[src/rtl/ahm_pkg.sv]
package ahm_pkg;
  // Width of an encoded check ID for n checks (at least one bit).
  function automatic int id_width(input int n);
    return (n > 1) ? $clog2(n) : 1;
  endfunction
endpackage

[src/rtl/ahm_rst_sync.sv]
module ahm_rst_sync (
  input  logic clk,
  input  logic rst_n,
  output logic rst_sync_n
);
  logic [1:0] stage_q;
  logic [1:0] stage_d;

  always_comb stage_d = {stage_q[0], 1'b1};

  always_ff @(posedge clk or negedge rst_n) begin
    if (!rst_n) stage_q <= 2'b00;
    else        stage_q <= stage_d;
  end

  assign rst_sync_n = stage_q[1];
endmodule

[src/rtl/ahm_lowest_enc.sv]
module ahm_lowest_enc #(
  parameter int N  = 8,
  parameter int IW = 3
) (
  input  logic [N-1:0]  vec_i,
  output logic          any_o,
  output logic [IW-1:0] id_o,
  output logic          multi_o
);
  logic          seen;
  logic [IW-1:0] idx;
  logic          many;

  always_comb begin
    seen = 1'b0;
    many = 1'b0;
    idx  = '0;
    for (int i = 0; i < N; i++) begin
      if (vec_i[i]) begin
        if (seen) many = 1'b1;
        else      idx  = IW'(i);
        seen = 1'b1;
      end
    end
  end

  assign any_o   = seen;
  assign id_o    = idx;
  assign multi_o = many;
endmodule

[src/rtl/ahm_tcounter.sv]
module ahm_tcounter #(
  parameter int W = 64
) (
  input  logic         clk,
  input  logic         rst_n,
  input  logic         inc_i,
  output logic [W-1:0] count_o
);
  logic [W-1:0] cnt_q;
  logic [W-1:0] cnt_d;

  always_comb begin
    cnt_d = cnt_q;
    if (inc_i) cnt_d = cnt_q + W'(1);
  end

  always_ff @(posedge clk or negedge rst_n) begin
    if (!rst_n)     cnt_q <= '0;
    else if (inc_i) cnt_q <= cnt_d;
  end

  assign count_o = cnt_q;
endmodule

[src/rtl/ahm_capture.sv]
module ahm_capture #(
  parameter int IW = 3,
  parameter int W  = 64
) (
  input  logic          clk,
  input  logic          rst_n,
  input  logic          hit_i,
  input  logic [IW-1:0] hit_id_i,
  input  logic          hit_multi_i,
  input  logic [W-1:0]  now_i,
  input  logic          clear_i,
  output logic          halt_o,
  output logic [IW-1:0] id_o,
  output logic [W-1:0]  cyc_o,
  output logic          multi_o
);
  logic          halt_q, halt_d;
  logic [IW-1:0] id_q, id_d;
  logic [W-1:0]  cyc_q, cyc_d;
  logic          multi_q, multi_d;
  logic          load_en;

  always_comb begin
    halt_d  = halt_q;
    id_d    = id_q;
    cyc_d   = cyc_q;
    multi_d = multi_q;
    if (halt_q && clear_i) begin
      halt_d  = 1'b0;
      id_d    = '0;
      cyc_d   = '0;
      multi_d = 1'b0;
    end else if (!halt_q && hit_i) begin
      halt_d  = 1'b1;
      id_d    = hit_id_i;
      cyc_d   = now_i;
      multi_d = hit_multi_i;
    end
  end

  assign load_en = (halt_q && clear_i) || (!halt_q && hit_i);

  always_ff @(posedge clk or negedge rst_n) begin
    if (!rst_n) begin
      halt_q  <= 1'b0;
      id_q    <= '0;
      cyc_q   <= '0;
      multi_q <= 1'b0;
    end else if (load_en) begin
      halt_q  <= halt_d;
      id_q    <= id_d;
      cyc_q   <= cyc_d;
      multi_q <= multi_d;
    end
  end

  assign halt_o  = halt_q;
  assign id_o    = id_q;
  assign cyc_o   = cyc_q;
  assign multi_o = multi_q;
endmodule

[src/rtl/assert_halt_monitor.sv]
module assert_halt_monitor #(
  parameter int N_CHK = 16,
  parameter int CYC_W = 64,
  parameter int ID_W  = ahm_pkg::id_width(N_CHK)
) (
  input  logic             clk,
  input  logic             rst_n,
  input  logic [N_CHK-1:0] fire_i,
  input  logic [N_CHK-1:0] enable_i,
  input  logic             adv_i,
  input  logic             clear_i,
  output logic             step_o,
  output logic             halt_o,
  output logic [ID_W-1:0]  fired_id_o,
  output logic [CYC_W-1:0] fired_cycle_o,
  output logic             multi_o,
  output logic [CYC_W-1:0] tcycle_o
);
  logic             rst_int_n;
  logic [N_CHK-1:0] armed;
  logic             any_hit;
  logic [ID_W-1:0]  low_id;
  logic             many_hit;
  logic             step;
  logic             halted;
  logic [CYC_W-1:0] now;

  ahm_rst_sync u_rst (
    .clk        (clk),
    .rst_n      (rst_n),
    .rst_sync_n (rst_int_n)
  );

  for (genvar g = 0; g < N_CHK; g++) begin : g_arm
    assign armed[g] = fire_i[g] & enable_i[g];
  end

  ahm_lowest_enc #(.N(N_CHK), .IW(ID_W)) u_enc (
    .vec_i   (armed),
    .any_o   (any_hit),
    .id_o    (low_id),
    .multi_o (many_hit)
  );

  assign step = adv_i && !halted && rst_int_n;

  ahm_tcounter #(.W(CYC_W)) u_ctr (
    .clk     (clk),
    .rst_n   (rst_int_n),
    .inc_i   (step),
    .count_o (now)
  );

  ahm_capture #(.IW(ID_W), .W(CYC_W)) u_cap (
    .clk         (clk),
    .rst_n       (rst_int_n),
    .hit_i       (step && any_hit),
    .hit_id_i    (low_id),
    .hit_multi_i (many_hit),
    .now_i       (now),
    .clear_i     (clear_i),
    .halt_o      (halted),
    .id_o        (fired_id_o),
    .cyc_o       (fired_cycle_o),
    .multi_o     (multi_o)
  );

  assign step_o   = step;
  assign halt_o   = halted;
  assign tcycle_o = now;
endmodule


[config.mk]
export PLATFORM = sky130hd
export DESIGN_NAME = assert_halt_monitor
export DESIGN_NICKNAME = d
export VERILOG_FILES = /design/src/rtl/ahm_pkg.sv /design/src/rtl/ahm_rst_sync.sv /design/src/rtl/ahm_lowest_enc.sv /design/src/rtl/ahm_tcounter.sv /design/src/rtl/ahm_capture.sv /design/src/rtl/assert_halt_monitor.sv
export SDC_FILE = /design/constraint.sdc
export NUM_CORES = 1
export LEC_CHECK = 0
export BUFFER_PORTS_ARGS = -buffer_cell sky130_fd_sc_hd__clkbuf_2
export CAP_MARGIN = 0
export CORE_MARGIN = 2
export CORE_UTILIZATION = 55
export DETAILED_ROUTE_END_ITERATION = 7
export PLACE_DENSITY_LB_ADDON = 0.25
export SETUP_SLACK_MARGIN = 0.02
export SLEW_MARGIN = 40
export SYNTH_ARGS = -nofsm -noshare
export SYNTH_HDL_FRONTEND = slang
export SYNTH_HIERARCHICAL = 1
export SYNTH_SLANG_ARGS = --single-unit
[constraint.sdc]
create_clock -name clk -period 6.1 [get_ports clk]
set_input_delay 1.22 -clock clk [delete_from_list [all_inputs] [get_ports clk]]
set_output_delay 1.22 -clock clk [all_outputs]
set_load 0.05 [all_outputs]
==> results by stage <==
Status:
- The run finished with clean final reports.

Yosys:
- Of the total synthesized cell area, the portion taken by AND, OR, NAND and NOR gates is 0.160.
- By area the synthesized netlist is led by dfrtp_1, o2bb2ai_2, mux2i_1, xor2_1, xnor2_1.
- Summed over all instances, the cell type with the most area after synthesis is dfrtp_1.
- The register bit total from synthesis is 136.
- By area, the combinational part of the netlist is dominated by simple AND/OR/NAND/NOR gates.
- Counting flops with an async set or reset pin after synthesis yields a share of 1.00.
- The xor-xnor portion of the synthesized cell area is 0.0741.
- The Yosys warning count is 6.
- Of the post-synthesis cell area, the dominant cell type holds 0.457.
- The post-synthesis adder-cell area fraction is 0.00454.
- The synthesized-area fraction occupied by ao, oa, aoi and oai cells is 0.156.
- Among all flip-flop cells after synthesis, the most frequent one is dfrtp_1.
- Summing every instance area after synthesis gives 0.00744 mm².
- The register area share after synthesis is 0.457.
- The synthesized area per cell is 12.4 µm².
- After synthesis, the netlist uses 54 different library cells.
- The number of instances in the synthesized netlist is between 500 and 600.
- The multiplexer area fraction after synthesis is 0.0943.
- The net count after synthesis is ~640.
- Counting flops with a built-in enable in the synthesized netlist gives 0.

Timing:
- The number of hold violations in the final report is 0.
- The final total negative setup slack is 0 ns.
- The final period demand of the worst path is approximately 3.5 ns.
- Setup violations remaining at the end of the flow were counted as 0.
- The final worst slack is approximately 2.6 ns.
- The transition time at the pin with the least slew margin is around 0.74 ns.
- Static timing analysis puts the maximum clock frequency at around 0.28 GHz.
- Headroom to the max-slew limit came out at 0.510.
- The post-route fraction of the period consumed by the critical path is 0.577.
- The number of pins exceeding their max-slew limit in the final report is 0.
- Setup repair after global routing left no endpoint under its margin.
- The worst clock skew is 0.0137 ns.

Pwr:
- IR analysis of the VDD net gives a maximum drop of a little over 200 µV.
- The post-layout total power is approximately 2.6 mW.
- In this run the static leakage power is roughly 4.2 nW.
- Dividing total power by cell area gives a power density of roughly 290 mW/mm².

Placement:
- The worst setup slack after placement is 2.18 ns.
- Summed over all nets, the half-perimeter wirelength after detailed placement is 11.8 mm.
- During placement, the flow inserted port buffers numbering 170.
- The last weighted congestion value of the routability-driven placer is approximately 0.87.

Clock tree:
- For this design, the CTS-stage hold fixing added 0 buffers.
- Clock-pin slew was measured on the worst setup and hold paths at ~0.060 ns.
- The buffer type at the clock tree root is clkbuf_16.
- The clock tree synthesis step divided the H-tree into 4 levels.
- The maximum clock insertion buffer count is 2.
- The post-CTS resize count is 0.
- Counting every sink on the clock net gives 136.
- For the worst-skew pair, the clock arrives at the later sink with an insertion delay of 0.43 ns.
- The number of setup buffers added after CTS is 0.
- TritonCTS built the clock tree.
- Buffers inserted during clock tree synthesis total 17.

Route:
- The residual DRC count is 0.
- The via density per instance is about 5.7.
- The routed layout has roughly 5,400 vias.
- After the first detailed-routing iteration, the DRC count stood at ~300.
- The wire length reported by the detailed router is about 17 mm.
- The first detailed-routing pass took 4 iterations.
- The mean routed wirelength per cell is 17.9 µm.
- The number of nets with antenna violations after detailed routing is 0.

Critical path:
- The maximum fanout along the worst path is 37.
- For the worst setup path, the data required time is between 6 and 7 ns.
- The data arrival at the endpoint of the critical path is around 3.8 ns.
- The worst setup path is launched from a primary input.
- The worst register-to-register path begins at u_cap/halt_o.
- Setup slack on the worst reg-to-reg path comes out at between 3 and 4 ns.
- Measured in cells, the most critical reg-to-reg path has a length of 4.
- The worst register-to-register path ends at u_cap/cyc_o[32].
- The kind of capture point of the worst setup path is a register.
- The category of the critical setup timing path is primary input to register.

Floorplanning:
- For this configuration, the core starts out at a cell density of 0.562.
- The initialized floorplan defines 42 standard-cell rows.
- The die is approximately 120 µm wide.
- The overall die height is ~120 µm.
- The area enclosed by the die boundary is ~0.014 mm².
- In this run the count of I/O pins placed on the die edge is about 170.
- The region available for standard cell placement spans between 0.01 and 0.015 mm².

Flow run:
- The reported max-cap violation count is 0.

Final layout:
- 0 antenna diodes ended up in the layout.
- From synthesis to final layout, the design area changed by 18.5%.
- In the final layout, the share of cells above drive strength 1 is 0.397.
- The net count reported at finish is roughly 800.

Global routing:
- The total congestion overflow after global routing is 0.
- The largest net degree at the start of global routing is 55.
- The total routing resource utilization after global routing is 0.244.
- The number of antenna violations at the first check in global routing is 0.
- The wire length of the first global-routing pass is approximately 28 mm.
- The number of global-route vias before repair is between 5,000 and 6,000.

Min path:
- The min-delay analysis places its worst path in the category register to async pin.
==> critical path: stages <==
cell       delay, ns
clkbuf_2        0.07
and2_1          0.19
or4_4           0.58
nor4_4          0.36
nand2_1         0.09
and4b_4         0.42
buf_4           0.42
mux2i_1         0.31
o2bb2ai_2       0.10
==> cell usage in the layout, fill, tap and decap left out, drive strengths merged, types with 3 or more instances in the layout <==
cell	n
clkbuf	192
dfrtp	136
mux2i	69
o2bb2ai	69
nor2	39
xor2	35
nand2	31
xnor2	28
nand3	24
nor3	24
nand4	24
and2	18
inv	16
nor4	13
a21oi	6
buf	6
clkinv	4
or2	4
or3	3
o21ai	3
and4	3
or4	3
==> layout make-up <==
class / count / area [µm²]
Fill cell: 1069 / 4420
Multi-Input combinational cell: 420 / 3650
Clock buffer: 22 / 464
Sequential cell: 136 / 3410
Timing Repair Buffer: 176 / 916
Tap cell: 176 / 220
Clock inverter: 8 / 98.8
Inverter: 16 / 60.1
==> cells by family (layout without fill, tap and decap cells) <==
group	count (synthesis)	count (layout)
compound gates	88	88
xor+xnor	63	63
fa+ha+maj	3	3
buf+inv	43	222
flops	136	136
mux	70	70
other cells	1	1
simple gates	195	195
==> metal layers <==
layer	routed length, µm	vias up	global-route usage
li1	-	2518	-
met1	7420	2683	0.320
met2	8460	159	0.396
met3	807	34	0.0505
met4	359	0	0.102
met5	0	-	0
==> power by group <==
group / leakage, nW / switching [mW] / internal (mW)
clock: 0.272 / 0.375 / 0.616
sequential: 1.83 / 0.103 / 0.963
combinational: 2.07 / 0.381 / 0.142
==> how the worst max path moves through the flow <==
stage / start / cells past startpoint / end / slack [ns]
6_report: fire_i[0] / 9 / u_cap/cyc_o[26] / 2.58
5_1_grt: fire_i[7] / 9 / u_cap/cyc_o[26] / 2.43
4_1_cts: u_cap/halt_o / 2 / halt_o / 2.56
3_5_place_dp: fire_i[7] / 9 / u_cap/cyc_o[32] / 2.18
3_3_place_gp: fire_i[1] / 9 / u_cap/cyc_o[5] / 2.27
2_1_floorplan: u_rst/stage_q[1] / 6 / u_ctr/count_o[33] / 0.82
==> state kept, by name (all words and copies together) (netlist names) <==
register       count
u_cap/id_o         4
u_cap/halt_o       1
u_cap/cyc_o       64
u_cap/multi_o      1
u_rst/stage_q      2
u_ctr/count_o     64
==> cells in the mapped netlist, types with 2 or more instances <==
master,n
o2bb2ai_2,69
nor4_2,5
buf_6,2
or4_1,2
or3_1,3
inv_1,16
nor3_1,20
nor3_2,4
and4_1,2
nor2_1,39
and3_1,2
nand2_1,30
a21oi_1,6
nand3_1,21
buf_2,3
buf_4,8
mux2i_1,69
xnor2_1,28
nand3_2,3
dfrtp_1,136
o31ai_1,2
or2_2,3
o21bai_1,2
nor4_1,4
o21ai_0,3
nor4_4,4
and2_1,18
xor2_1,35
nand4_1,18
buf_12,8
dlymetal6s2s_1,6
nand4_2,6
==> metrics by stage <==
stage          area [µm²]  std cells   util  hold slack, ns
3_5_place_dp         8260        924  0.624           0.310
4_1_cts              8820        954  0.666           0.304
5_1_grt              8820        954  0.666           0.323
2_1_floorplan        7440        599      -           0.331
3_3_place_gp         8230        923  0.622           0.298
6_report             8820        954  0.666           0.291
No activity file was read; power rests on OpenSTA's default activity.
